===== src/rtl/seq_pkg.sv =====
package seq_pkg;
  typedef enum logic [1:0] {
    CLS_ALU    = 2'b00,
    CLS_LOAD   = 2'b01,
    CLS_STORE  = 2'b10,
    CLS_BRANCH = 2'b11
  } ins_cls_e;

  function automatic logic needs_mem(input ins_cls_e c);
    return (c == CLS_LOAD) || (c == CLS_STORE);
  endfunction

  function automatic logic is_taken_branch(input logic vld, input ins_cls_e c, input logic tk);
    return vld && (c == CLS_BRANCH) && tk;
  endfunction
endpackage


===== src/rtl/seq_port_arb.sv =====
module seq_port_arb (
  input  logic mem_vld_i,
  output logic fetch_go_o,
  output logic dmem_sel_o
);
  // The data transfer always owns the shared port; fetch gets what is left.
  assign dmem_sel_o = mem_vld_i;
  assign fetch_go_o = ~mem_vld_i;
endmodule


===== src/rtl/seq_fetch.sv =====
module seq_fetch #(
  parameter int AW = 16
) (
  input  logic          clk,
  input  logic          rst_n,
  input  logic          go_i,
  input  logic          redir_now_i,
  input  logic [AW-1:0] redir_tgt_i,
  output logic [AW-1:0] pc_o
);
  logic          pend_q;
  logic [AW-1:0] pend_tgt_q;

  // Address after a completed fetch: a redirect seen now or one left
  // pending from a held cycle beats the sequential step.
  function automatic logic [AW-1:0] after_fetch(
    input logic [AW-1:0] pc, input logic now_v, input logic [AW-1:0] now_t,
    input logic pend_v, input logic [AW-1:0] pend_t);
    if (now_v)       return now_t;
    else if (pend_v) return pend_t;
    else             return pc + AW'(1);
  endfunction

  always_ff @(posedge clk) begin
    if (!rst_n) begin
      pc_o       <= '0;
      pend_q     <= 1'b0;
      pend_tgt_q <= '0;
    end else if (go_i) begin
      pc_o   <= after_fetch(pc_o, redir_now_i, redir_tgt_i, pend_q, pend_tgt_q);
      pend_q <= 1'b0;
    end else if (redir_now_i) begin
      pend_q     <= 1'b1;
      pend_tgt_q <= redir_tgt_i;
    end
  end

  // a held fetch keeps its address
  assert_hold_on_stall_R5: assert property (@(posedge clk) disable iff (!rst_n)
    !go_i |=> pc_o == $past(pc_o));

  // a pending redirect is resolved by the next completed fetch
  assert_pending_resolves_R9: assert property (@(posedge clk) disable iff (!rst_n)
    (pend_q && go_i) |=> (pc_o == $past(pend_tgt_q)) && !pend_q);
endmodule


===== src/rtl/seq_phases.sv =====
module seq_phases #(
  parameter int AW = 16
) (
  input  logic               clk,
  input  logic               rst_n,
  input  logic               fetch_go_i,
  input  logic [AW-1:0]      pc_i,
  input  seq_pkg::ins_cls_e  ex_cls_i,
  output logic               ex_vld_o,
  output logic [AW-1:0]      ex_pc_o,
  output logic               mem_vld_o,
  output logic [AW-1:0]      mem_pc_o,
  output logic               mem_wr_o
);
  import seq_pkg::*;

  logic ex_to_mem;
  assign ex_to_mem = ex_vld_o && needs_mem(ex_cls_i);

  always_ff @(posedge clk) begin
    if (!rst_n) begin
      ex_vld_o  <= 1'b0;
      ex_pc_o   <= '0;
      mem_vld_o <= 1'b0;
      mem_pc_o  <= '0;
      mem_wr_o  <= 1'b0;
    end else begin
      ex_vld_o  <= fetch_go_i;
      if (fetch_go_i) ex_pc_o <= pc_i;
      mem_vld_o <= ex_to_mem;
      mem_pc_o  <= ex_pc_o;
      mem_wr_o  <= ex_to_mem && (ex_cls_i == CLS_STORE);
    end
  end

  // memory phase carries the address of the instruction that was in execute
  assert_mem_addr_R4: assert property (@(posedge clk) disable iff (!rst_n)
    ex_to_mem |=> mem_vld_o && (mem_pc_o == $past(ex_pc_o)));

  // write flag only accompanies a valid memory phase
  assert_write_needs_mem_R4: assert property (@(posedge clk) disable iff (!rst_n)
    mem_wr_o |-> mem_vld_o);
endmodule


===== src/rtl/seq_ctrl.sv =====
module seq_ctrl #(
  parameter int AW = 16
) (
  input  logic          clk,
  input  logic          rst_n,
  input  logic [1:0]    ex_cls_i,
  input  logic          br_taken_i,
  input  logic [AW-1:0] br_target_i,
  output logic          fetch_en_o,
  output logic [AW-1:0] fetch_addr_o,
  output logic          dmem_sel_o,
  output logic          dmem_write_o,
  output logic          ex_vld_o,
  output logic [AW-1:0] ex_addr_o,
  output logic          mem_vld_o,
  output logic [AW-1:0] mem_addr_o
);
  import seq_pkg::*;

  ins_cls_e cls;
  logic     redir_now;
  logic     fetch_go;
  logic     mem_wr;

  assign cls       = ins_cls_e'(ex_cls_i);
  assign redir_now = is_taken_branch(ex_vld_o, cls, br_taken_i);

  seq_port_arb u_arb (
    .mem_vld_i  (mem_vld_o),
    .fetch_go_o (fetch_go),
    .dmem_sel_o (dmem_sel_o)
  );

  seq_fetch #(.AW(AW)) u_fetch (
    .clk         (clk),
    .rst_n       (rst_n),
    .go_i        (fetch_go),
    .redir_now_i (redir_now),
    .redir_tgt_i (br_target_i),
    .pc_o        (fetch_addr_o)
  );

  seq_phases #(.AW(AW)) u_phases (
    .clk        (clk),
    .rst_n      (rst_n),
    .fetch_go_i (fetch_go),
    .pc_i       (fetch_addr_o),
    .ex_cls_i   (cls),
    .ex_vld_o   (ex_vld_o),
    .ex_pc_o    (ex_addr_o),
    .mem_vld_o  (mem_vld_o),
    .mem_pc_o   (mem_addr_o),
    .mem_wr_o   (mem_wr)
  );

  assign fetch_en_o   = fetch_go;
  assign dmem_write_o = mem_wr;

  // load or store in execute takes the port from fetch next cycle
  assert_ls_blocks_fetch_R5: assert property (@(posedge clk) disable iff (!rst_n)
    (ex_vld_o && needs_mem(cls)) |=> !fetch_en_o && dmem_sel_o);

  // every fetch reaches execute one cycle later with its address
  assert_fetch_enters_ex_R3: assert property (@(posedge clk) disable iff (!rst_n)
    fetch_en_o |=> ex_vld_o && (ex_addr_o == $past(fetch_addr_o)));

  // a cycle without fetch leaves a bubble in execute
  assert_bubble_after_hold_R3: assert property (@(posedge clk) disable iff (!rst_n)
    !fetch_en_o |=> !ex_vld_o);

  // taken branch with delay slot fetched now sends the next fetch to the target
  assert_taken_redirect_R7: assert property (@(posedge clk) disable iff (!rst_n)
    (fetch_en_o && redir_now) |=> fetch_addr_o == $past(br_target_i));

  // ALU and branch instructions never enter the memory phase
  assert_no_mem_for_alu_R6: assert property (@(posedge clk) disable iff (!rst_n)
    (ex_vld_o && !needs_mem(cls)) |=> !mem_vld_o);
endmodule


===== config.mk =====
export PLATFORM = sky130hd
export DESIGN_NAME = seq_ctrl
export DESIGN_NICKNAME = d
export VERILOG_FILES = /design/src/rtl/seq_pkg.sv /design/src/rtl/seq_port_arb.sv /design/src/rtl/seq_fetch.sv /design/src/rtl/seq_phases.sv /design/src/rtl/seq_ctrl.sv
export SDC_FILE = /design/constraint.sdc
export NUM_CORES = 1
export LEC_CHECK = 0
export ABC_AREA = 1
export BUFFER_PORTS_ARGS = -buffer_cell sky130_fd_sc_hd__buf_2
export CAP_MARGIN = 20
export CORE_UTILIZATION = 48
export DETAILED_ROUTE_END_ITERATION = 6
export PLACE_DENSITY = 0.73
export SLEW_MARGIN = 20
export SYNTH_ARGS = -nofsm -noshare
export SYNTH_HDL_FRONTEND = slang
export SYNTH_SLANG_ARGS = --single-unit

===== constraint.sdc =====
create_clock -name clk -period 3.2 [get_ports clk]
set_input_delay 0.16 -clock clk [delete_from_list [all_inputs] [get_ports clk]]
set_output_delay 0.16 -clock clk [all_outputs]
set_load 0.01 [all_outputs]

=== After elaboration in Yosys (flattened, before gate mapping) ===
Index checks and enable logic that the tools add are counted.

* Word-level logic and storage cells: 22
* Flip-flop bits (word level): 68

* Reduce and logical (&&, ||, !) cells: 7
* Equality and inequality tests: 3
* Mux-type cells: 2
* Add/subtract/negate cells: 1
* Bitwise operators: 1

{| class="wikitable"
|+ Operators with widths
! operator !! number
|-
| 16-bit 2-to-1 mux || 2
|-
| 16-bit by 1-bit adder with 16-bit output (second input constant) || 1
|-
| 2-bit == test (second input constant) || 2
|-
| 1-bit logical AND || 4
|-
| 2-bit AND reduction || 2
|-
| 2-bit by 1-bit == test with 1-bit output (second input constant) || 1
|-
| 1-bit logical OR || 1
|-
| 1-bit inverter || 1
|}

=== Logic depth before layout (Yosys ltp) ===
Gate-level depths: netlist of run 1.

* Word-level depth: 4
* Gate-level depth with buffers: 11
* Mapped depth without buffers: 11

=== By module ===
Synthesis of run 1 repeated with hierarchy kept, for this count alone.

* Cells, all modules: 439
* Area total of the unflattened synthesis: 3,059.2 sq um

{| class="wikitable"
|+ By module, submodules not included
! module !! cells each !! times used !! seq. area each (sq um) !! area an instance (sq um)
|-
| seq_fetch || 274 || 1 || 660.6 || 1,783.0
|-
| seq_phases || 160 || 1 || 700.7 || 1,253.7
|-
| seq_ctrl || 3 || 1 || 0.0 || 11.3
|-
| seq_port_arb || 2 || 1 || 0.0 || 11.3
|}

=== Worst setup path after synthesis of run 1 ===
No wires, ideal clock.

* Path kind: register to register
* Start: register u_fetch.pc_o[0]
* End: register u_fetch.pc_o[10]
* Setup slack: 1.840 ns
* Stages on the path, launching flop included: 11
* Arrival time: 1.248 ns
* Library setup time: 0.112 ns
* Path buffers: 0
* Required time: 3.088 ns
* Cells stage by stage: dfxtp_1 -> ha_1 -> nand2_1 -> nor2_2 -> nand2_2 -> nor2_1 -> nand2_1 -> nand3_1 -> nand3_1 -> nand2_1 -> nand2_1

* Word-level cells in the longest chain between the ends: 3

{| class="wikitable"
|+ Ends and longest elaborated chain
! what !! RTL line !! text
|-
| start, declared || seq_fetch.sv:9 || <nowiki>output logic [AW-1:0] pc_o</nowiki>
|-
| start signal, assigned || seq_fetch.sv:30 || <nowiki>pc_o <= after_fetch(pc_o, redir_now_i, redir_tgt_i, pend_q, pend_tgt_q);</nowiki>
|-
| 16-bit by 1-bit adder with 16-bit output || seq_fetch.sv:21 || <nowiki>else return pc + AW'(1);</nowiki>
|-
| 16-bit 2-to-1 mux || seq_fetch.sv:20 || <nowiki>else if (pend_v) return pend_t;</nowiki>
|-
| 16-bit 2-to-1 mux || seq_fetch.sv:19 || <nowiki>if (now_v) return now_t;</nowiki>
|}

No other way between the ends.
A chain may end at the register's enable or synchronous reset.

=== Worst setup path in the final report of run 1 ===
* Start: register u_fetch.pend_q
* End: register u_fetch.pc_o[3]

* Word-level cells in the longest chain between the ends: 2

{| class="wikitable"
|+ Ends and longest elaborated chain
! what !! RTL line !! text
|-
| start, declared || seq_fetch.sv:11 || <nowiki>logic pend_q;</nowiki>
|-
| start signal, assigned || seq_fetch.sv:27 || <nowiki>pend_q <= 1'b0;</nowiki>
|-
| start signal, assigned || seq_fetch.sv:31 || <nowiki>pend_q <= 1'b0;</nowiki>
|-
| start signal, assigned || seq_fetch.sv:33 || <nowiki>pend_q <= 1'b1;</nowiki>
|-
| 16-bit 2-to-1 mux || seq_fetch.sv:20 ||
|-
| 16-bit 2-to-1 mux || seq_fetch.sv:19 ||
|}

No other way between the ends.

==> results of run 1 <==
routing by layer:
metal | wire (um) | global-route usage
met5 | 0 | 0
met4 | 155 | 0.121
met3 | 317 | 0.0364
met2 | 3060 | 0.367
met1 | 3170 | 0.301
worst min-delay path, cell delays in order:
cell and delay (ns):
buf_2 0.09, inv_1 0.06, a21oi_1 0.06
final timing paths:
check                            start                endpoint  slack [ns]  depth (start not counted)
hold / removal         br_target_i[10]  u_fetch.pend_tgt_q[10]        0.09                          3
setup / recovery        u_fetch.pend_q         u_fetch.pc_o[3]        1.46                          5
hold reg to reg   u_phases.ex_pc_o[15]   u_phases.mem_pc_o[15]        0.43                          2
setup reg to reg        u_fetch.pend_q         u_fetch.pc_o[3]        1.46                          5
power groups by stage:
stage	combinational (W)	sequential, W	clock, W
final	0.000134	0.000895	0.000687
after CTS	0.000135	0.000895	0.000705
after global placement	0.000131	0.000914	0
after floorplan	0.0000761	0.000921	0
after global routing	0.000153	0.000898	0.000737
after detailed placement	0.000134	0.000914	0
state kept, by name (all words and copies together), names as in the netlist:
signal	count
u_fetch.pc_o	16
u_fetch.pend_tgt_q	16
u_phases.ex_pc_o	16
u_phases.mem_pc_o	16
u_fetch.pend_q	1
u_phases.ex_vld_o	1
u_phases.mem_vld_o	1
u_phases.mem_wr_o	1
cells by family (layout without fill, tap and decap cells):
| kind of cell | after synthesis | count (layout) | synth area share |
|---|---|---|---|
| DFF | 68 | 68 | 0.463 |
| xor gates and xnor gates | 2 | 2 | 0.00595 |
| buffers and inverters | 71 | 141 | 0.114 |
| and+or+nand+nor | 179 | 179 | 0.273 |
| adders and majority gates | 3 | 3 | 0.0128 |
| AOI/OAI and AO/OA | 73 | 73 | 0.132 |
per-stage QoR:
stage                     std cells  power [W]
after floorplan                 396   0.000998
after global placement          527    0.00105
after detailed placement        527    0.00105
after CTS                       541    0.00173
after global routing            541    0.00179
final                           541    0.00172
area by class of cell:
cell class / instances / area [um2] / area share
flip-flops and latches: 68 / 1360 / 0.394
multi-input cells: 257 / 1240 / 0.360
repair buffers: 73 / 365 / 0.106
inverters: 54 / 203 / 0.0586
clock buffers: 12 / 155 / 0.0449
well taps: 75 / 93.8 / 0.0271
clock inverters: 2 / 35.0 / 0.0101
cells in the final DEF, fill, tap and decap left out, drive strengths merged, types with 2 or more instances in the layout:
cell | Yosys | routed
a22o | 2 | 2
dfxtp | 68 | 68
nand2 | 119 | 119
clkbuf | 4 | 12
o211ai | 3 | 3
ha | 3 | 3
or2 | 5 | 5
nand3 | 26 | 26
xor2 | 2 | 2
a21oi | 21 | 21
o22ai | 6 | 6
buf | 13 | 73
inv | 54 | 54
nand4 | 3 | 3
nor2 | 24 | 24
o21ai | 41 | 41
==> results.yml, run 1 <==
synth:
  yosys-top-cells-area: "dfxtp_1, nand2_1, inv_1, o21ai_0, nand3_1"
  synth_nets: 420
  syn-instance-count: 396
  synth_top_area_cell: "dfxtp_1"
  yosysTopAreaCellShare: 0.463
  synthArstFlopShare: 0
  synth_flop_cell: "dfxtp_1"
  ys_seq_area_frac: 0.463
  yosysUniqueCellTypes: 29
  synth_edf_count: 0
  synth_warnings: 0
  avgSynthCellArea_um2: 7.43
  synth-seq-cells: 68
  yosysMostFrequentCell: "nand2_1"
  synth_commonest_cells: "nand2_1, dfxtp_1, inv_1, o21ai_0, nand3_1"
  netlist_area_mm2: 0.00294
global_route:
  grt_util_all_layers: 0.231
  grt_antenna_before_repair: 0
  grt_pass1_wl_um: 11400
  grt_max_degree: 29
  grt_overflow: 0
  grt_pass1_vias: 2475
clock_network:
  cts_max_level: 3
  root_buffer: "clkbuf_8"
  cts_buffers: 9
  post_cts_buffers: 0
  clock_path_buffers: 2
  worstSkewPairLatency_ns: 0.33
  cts.sinks: 68
  cts_tree: "yes"
  cts_hold_buf: 0
  post_cts_resized: 0
  path_clk_slew_ns: 0.07
placement:
  pre_cts_ws_ns: 1.42
  numPortBuffers: 73
  gp_congestion: 0.878
  postPlaceCellArea_mm2: 0.00327
  dp_hpwl_um: 4800
die:
  io_pins: 74
  die_w_um: 80.3
  start_util: 0.497
  placementRows: 28
  die_y_um: 80.3
  core_mm2: 0.00592
  die-area_mm2: 0.00645
setup_path:
  path_delay_family: "flip-flops"
  start_kind: "register"
  path_cells: "inv_1, o21ai_0, o21ai_0, o21ai_0, o21ai_0"
  required_ns: 3.41
  crit_path_end_kind: "register"
  worstPathArrival_ns: 1.95
  cp_common_cell: "o21ai_0"
  cp_max_fo: 17
  path_class: "register to register"
  cp.buffers_inverters: 1
  slowest_stage: "dfxtp_1"
  slowest_delay_ns: 0.68
sta:
  rsz0062_at_grt: "no"
  final-setup-viol-count: 0
  finClkSkew_ns: 0.00724
  worst_hold_slack_ns: 0.0902
  slew_viol_final: 0
  max_freq_mhz: 576
  relSlewSlack: 0.617
  finalSetupTns_ns: 0
  hold_violations: 0
  worst_slack_ns: 1.46
  period_needed_ns: 1.74
  worst_slew_pin_slew_ns: 0.574
  period_share: 0.542
pwr:
  switching_share: 0.234
  leakage_nw: 1.77
  p_clk_frac: 0.400
  peakVddDrop_mv: 0.234
  seq_power_share: 0.522
  power_density_mw_per_mm2: 496
  switchingPower_w: 0.000402
  p_int_w: 0.00131
  pwr-share-comb: 0.078
outcome:
  status: "finished, final reports clean"
drt:
  dr.pass1.iters: 5
  drtAntennaViolNets: 0
  wire_per_inst_um: 12.4
  drtIter0Drc: 209
  drc: 0
  vias_per_cell: 5.00
  via_count: 2706
  wl_um: 6700
final_layout:
  num_antenna_cells: 0
  utilization: 0.584
  nFillCells: 570
  layout-drive-gt1-share: 0.242
  design_area_mm2: 0.00346
  finalNetCount: 487
  area_delta_synth_final_pct: 17.5
run:
  maxCapViolCount: 0
worst_hold_path:
  min_path_type: "input port to register"
Note: power is estimated with default switching activity, not from simulation.
==> inputs of run 2 (changes only) <==
--- a/config.mk
+++ b/config.mk
@@ -8,9 +8,9 @@
 export ABC_AREA = 1
 export BUFFER_PORTS_ARGS = -buffer_cell sky130_fd_sc_hd__buf_2
 export CAP_MARGIN = 20
-export CORE_UTILIZATION = 48
+export CORE_UTILIZATION = 47
 export DETAILED_ROUTE_END_ITERATION = 6
-export PLACE_DENSITY = 0.73
+export PLACE_DENSITY = 0.75
 export SLEW_MARGIN = 20
 export SYNTH_ARGS = -nofsm -noshare
 export SYNTH_HDL_FRONTEND = slang
==> constraint.sdc (replaced) <==
create_clock -name clk -period 1.5 [get_ports clk]
set_input_delay 0.075 -clock clk [delete_from_list [all_inputs] [get_ports clk]]
set_output_delay 0.075 -clock clk [all_outputs]
set_load 0.01 [all_outputs]
==> run 2 against run 1 <==
Clock power rose to 2.7 times the previous value. Fmax is 23% higher. Setup slack worse by 1.4 ns.
==> results.yml, run 2 (synthesized netlist as in run 1, its figures left out) <==
placement:
  dp_hpwl_um: 4920
  numPortBuffers: 73
  dp_cells: 537
  gp_congestion: 0.846
clock_network:
  cts_tree: "yes"
  cts_buffers: 9
  cts_max_level: 3
  cts.sinks: 68
  worstSkewPairLatency_ns: 0.34
  root_buffer: "clkbuf_8"
  path_clk_slew_ns: 0.07
  clock_path_buffers: 2
final_layout:
  nFillCells: 571
  regArea_mm2: 0.00136
  finalNetCount: 503
  num_antenna_cells: 0
  layout_commonest_cell: "nand2_1"
  layout-drive-gt1-share: 0.271
  fin_cells: 559
  mostFrequentLayoutCells: "nand2_1, buf_2, dfxtp_1"
  area_delta_synth_final_pct: 25.3
  multi_input_area_mm2: 0.00126
pwr:
  power_density_mw_per_mm2: 1110
  peakVddDrop_mv: 0.739
  leakage_nw: 1.87
  report.power.total_w: 0.00410
die:
  start_util: 0.491
  placementRows: 28
  die_w_um: 81.1
  die_y_um: 81.1
  die-area_mm2: 0.00658
  io_pins: 74
  core_mm2: 0.00599
sta:
  relSlewSlack: 0.648
  period_share: 0.938
  hold_violations: 0
  max_freq_mhz: 711
  rsz0062_at_grt: "no"
  worst_slew_pin_slew_ns: 0.528
  period_needed_ns: 1.41
  slew_viol_final: 0
  final-setup-viol-count: 0
  worst_hold_slack_ns: 0.00377
  finClkSkew_ns: 0.00837
  finalSetupTns_ns: 0
run:
  maxCapViolCount: 0
setup_path:
  crit_path_end_kind: "register"
  r2r_setup_slack_ns: 0.09
  worstPathArrival_ns: 1.65
  path_class: "register to register"
  cp_max_fo: 4
  start_kind: "register"
  required_ns: 1.74
drt:
  dr.pass1.iters: 4
  wire_per_inst_um: 12.4
  vias_per_cell: 4.96
  drc: 0
  via_count: 2771
  drtIter0Drc: 172
  wl_um: 6920
  drtAntennaViolNets: 0
global_route:
  grt_max_degree: 27
  grt_antenna_before_repair: 0
  grt_pass1_wl_um: 11600
  grt_util_all_layers: 0.233
  grt_overflow: 0
  grt_pass1_vias: 2508
worst_hold_path:
  min_path_type: "input port to register"
outcome:
  status: "finished, final reports clean"
==> run 2: changes by cell type in the layout (fill, tap and decap cells not counted), moves of 2 or more <==
| cell | before | now |
|---|---|---|
| buf_4 | 0 | 10 |
| dlygate4sd3_1 | 0 | 5 |
| bufinv_16 | 1 | 3 |
| dfxtp_1 | 68 | 66 |
| dfxtp_2 | 0 | 2 |
==> run 2: power breakdown <==
part	internal (W)	total, W	switching (W)	leakage, nW
clock	0.00119	0.00186	0.000665	0.127
sequential	0.00186	0.00191	0.0000490	0.551
combinational	0.000140	0.000336	0.000196	1.19
total	0.00319	0.00410	0.000910	1.87
==> run 2: per-stage QoR <==
stage	setup WS [ns]	util	cell area, um2
after floorplan	0.140	-	2940
after global placement	0.140	0.560	3360
after detailed placement	0.111	0.560	3360
after CTS	0.0853	0.610	3660
after global routing	0.0132	0.615	3690
final	0.0937	0.615	3690
==> run 2: final cells by class <==
cell class,count,share of cell area
tap,75,0.0254
sequential,68,0.370
timing repair buffer,89,0.138
clock buffer,12,0.0421
inverter,54,0.0560
multi-input combinational,257,0.342
clock inverter,4,0.0258
==> run 2: final timing paths <==
kind                        startpoint                     to  cells past startpoint
setup / recovery       u_fetch.pc_o[1]       u_fetch.pc_o[10]                     10
hold / removal          br_target_i[3]  u_fetch.pend_tgt_q[3]                      3
setup reg to reg       u_fetch.pc_o[1]       u_fetch.pc_o[10]                     10
hold reg to reg   u_phases.ex_pc_o[13]  u_phases.mem_pc_o[13]                      2
==> run 2: timing repair <==
| item | CTS | global route |
|---|---|---|
| setup endpoints to repair | 0 | 6 |
| setup buffers | 0 | 1 |
| endpoints found under the hold margin | 5 | 0 |
| hold buffers | 5 | 0 |
| gates resized for setup | 0 | 6 |
==> run 2: worst max-delay path, stage by stage (launching register included) <==
cell	delay [ns]
dfxtp_2	0.36
ha_4	0.14
nand2_1	0.08
nor2_2	0.19
nand2_2	0.12
nor2_1	0.10
nand2_1	0.05
nand3_1	0.07
nand3_1	0.08
nand2_1	0.06
nand2_1	0.04
==> run 2: per-layer routing <==
layer	part of all wire	track usage	vias up
li1	-	-	1421
met1	0.46	0.305	1230
met2	0.46	0.369	105
met3	0.061	0.0427	15
met4	0.021	0.111	0
met5	0	0	-
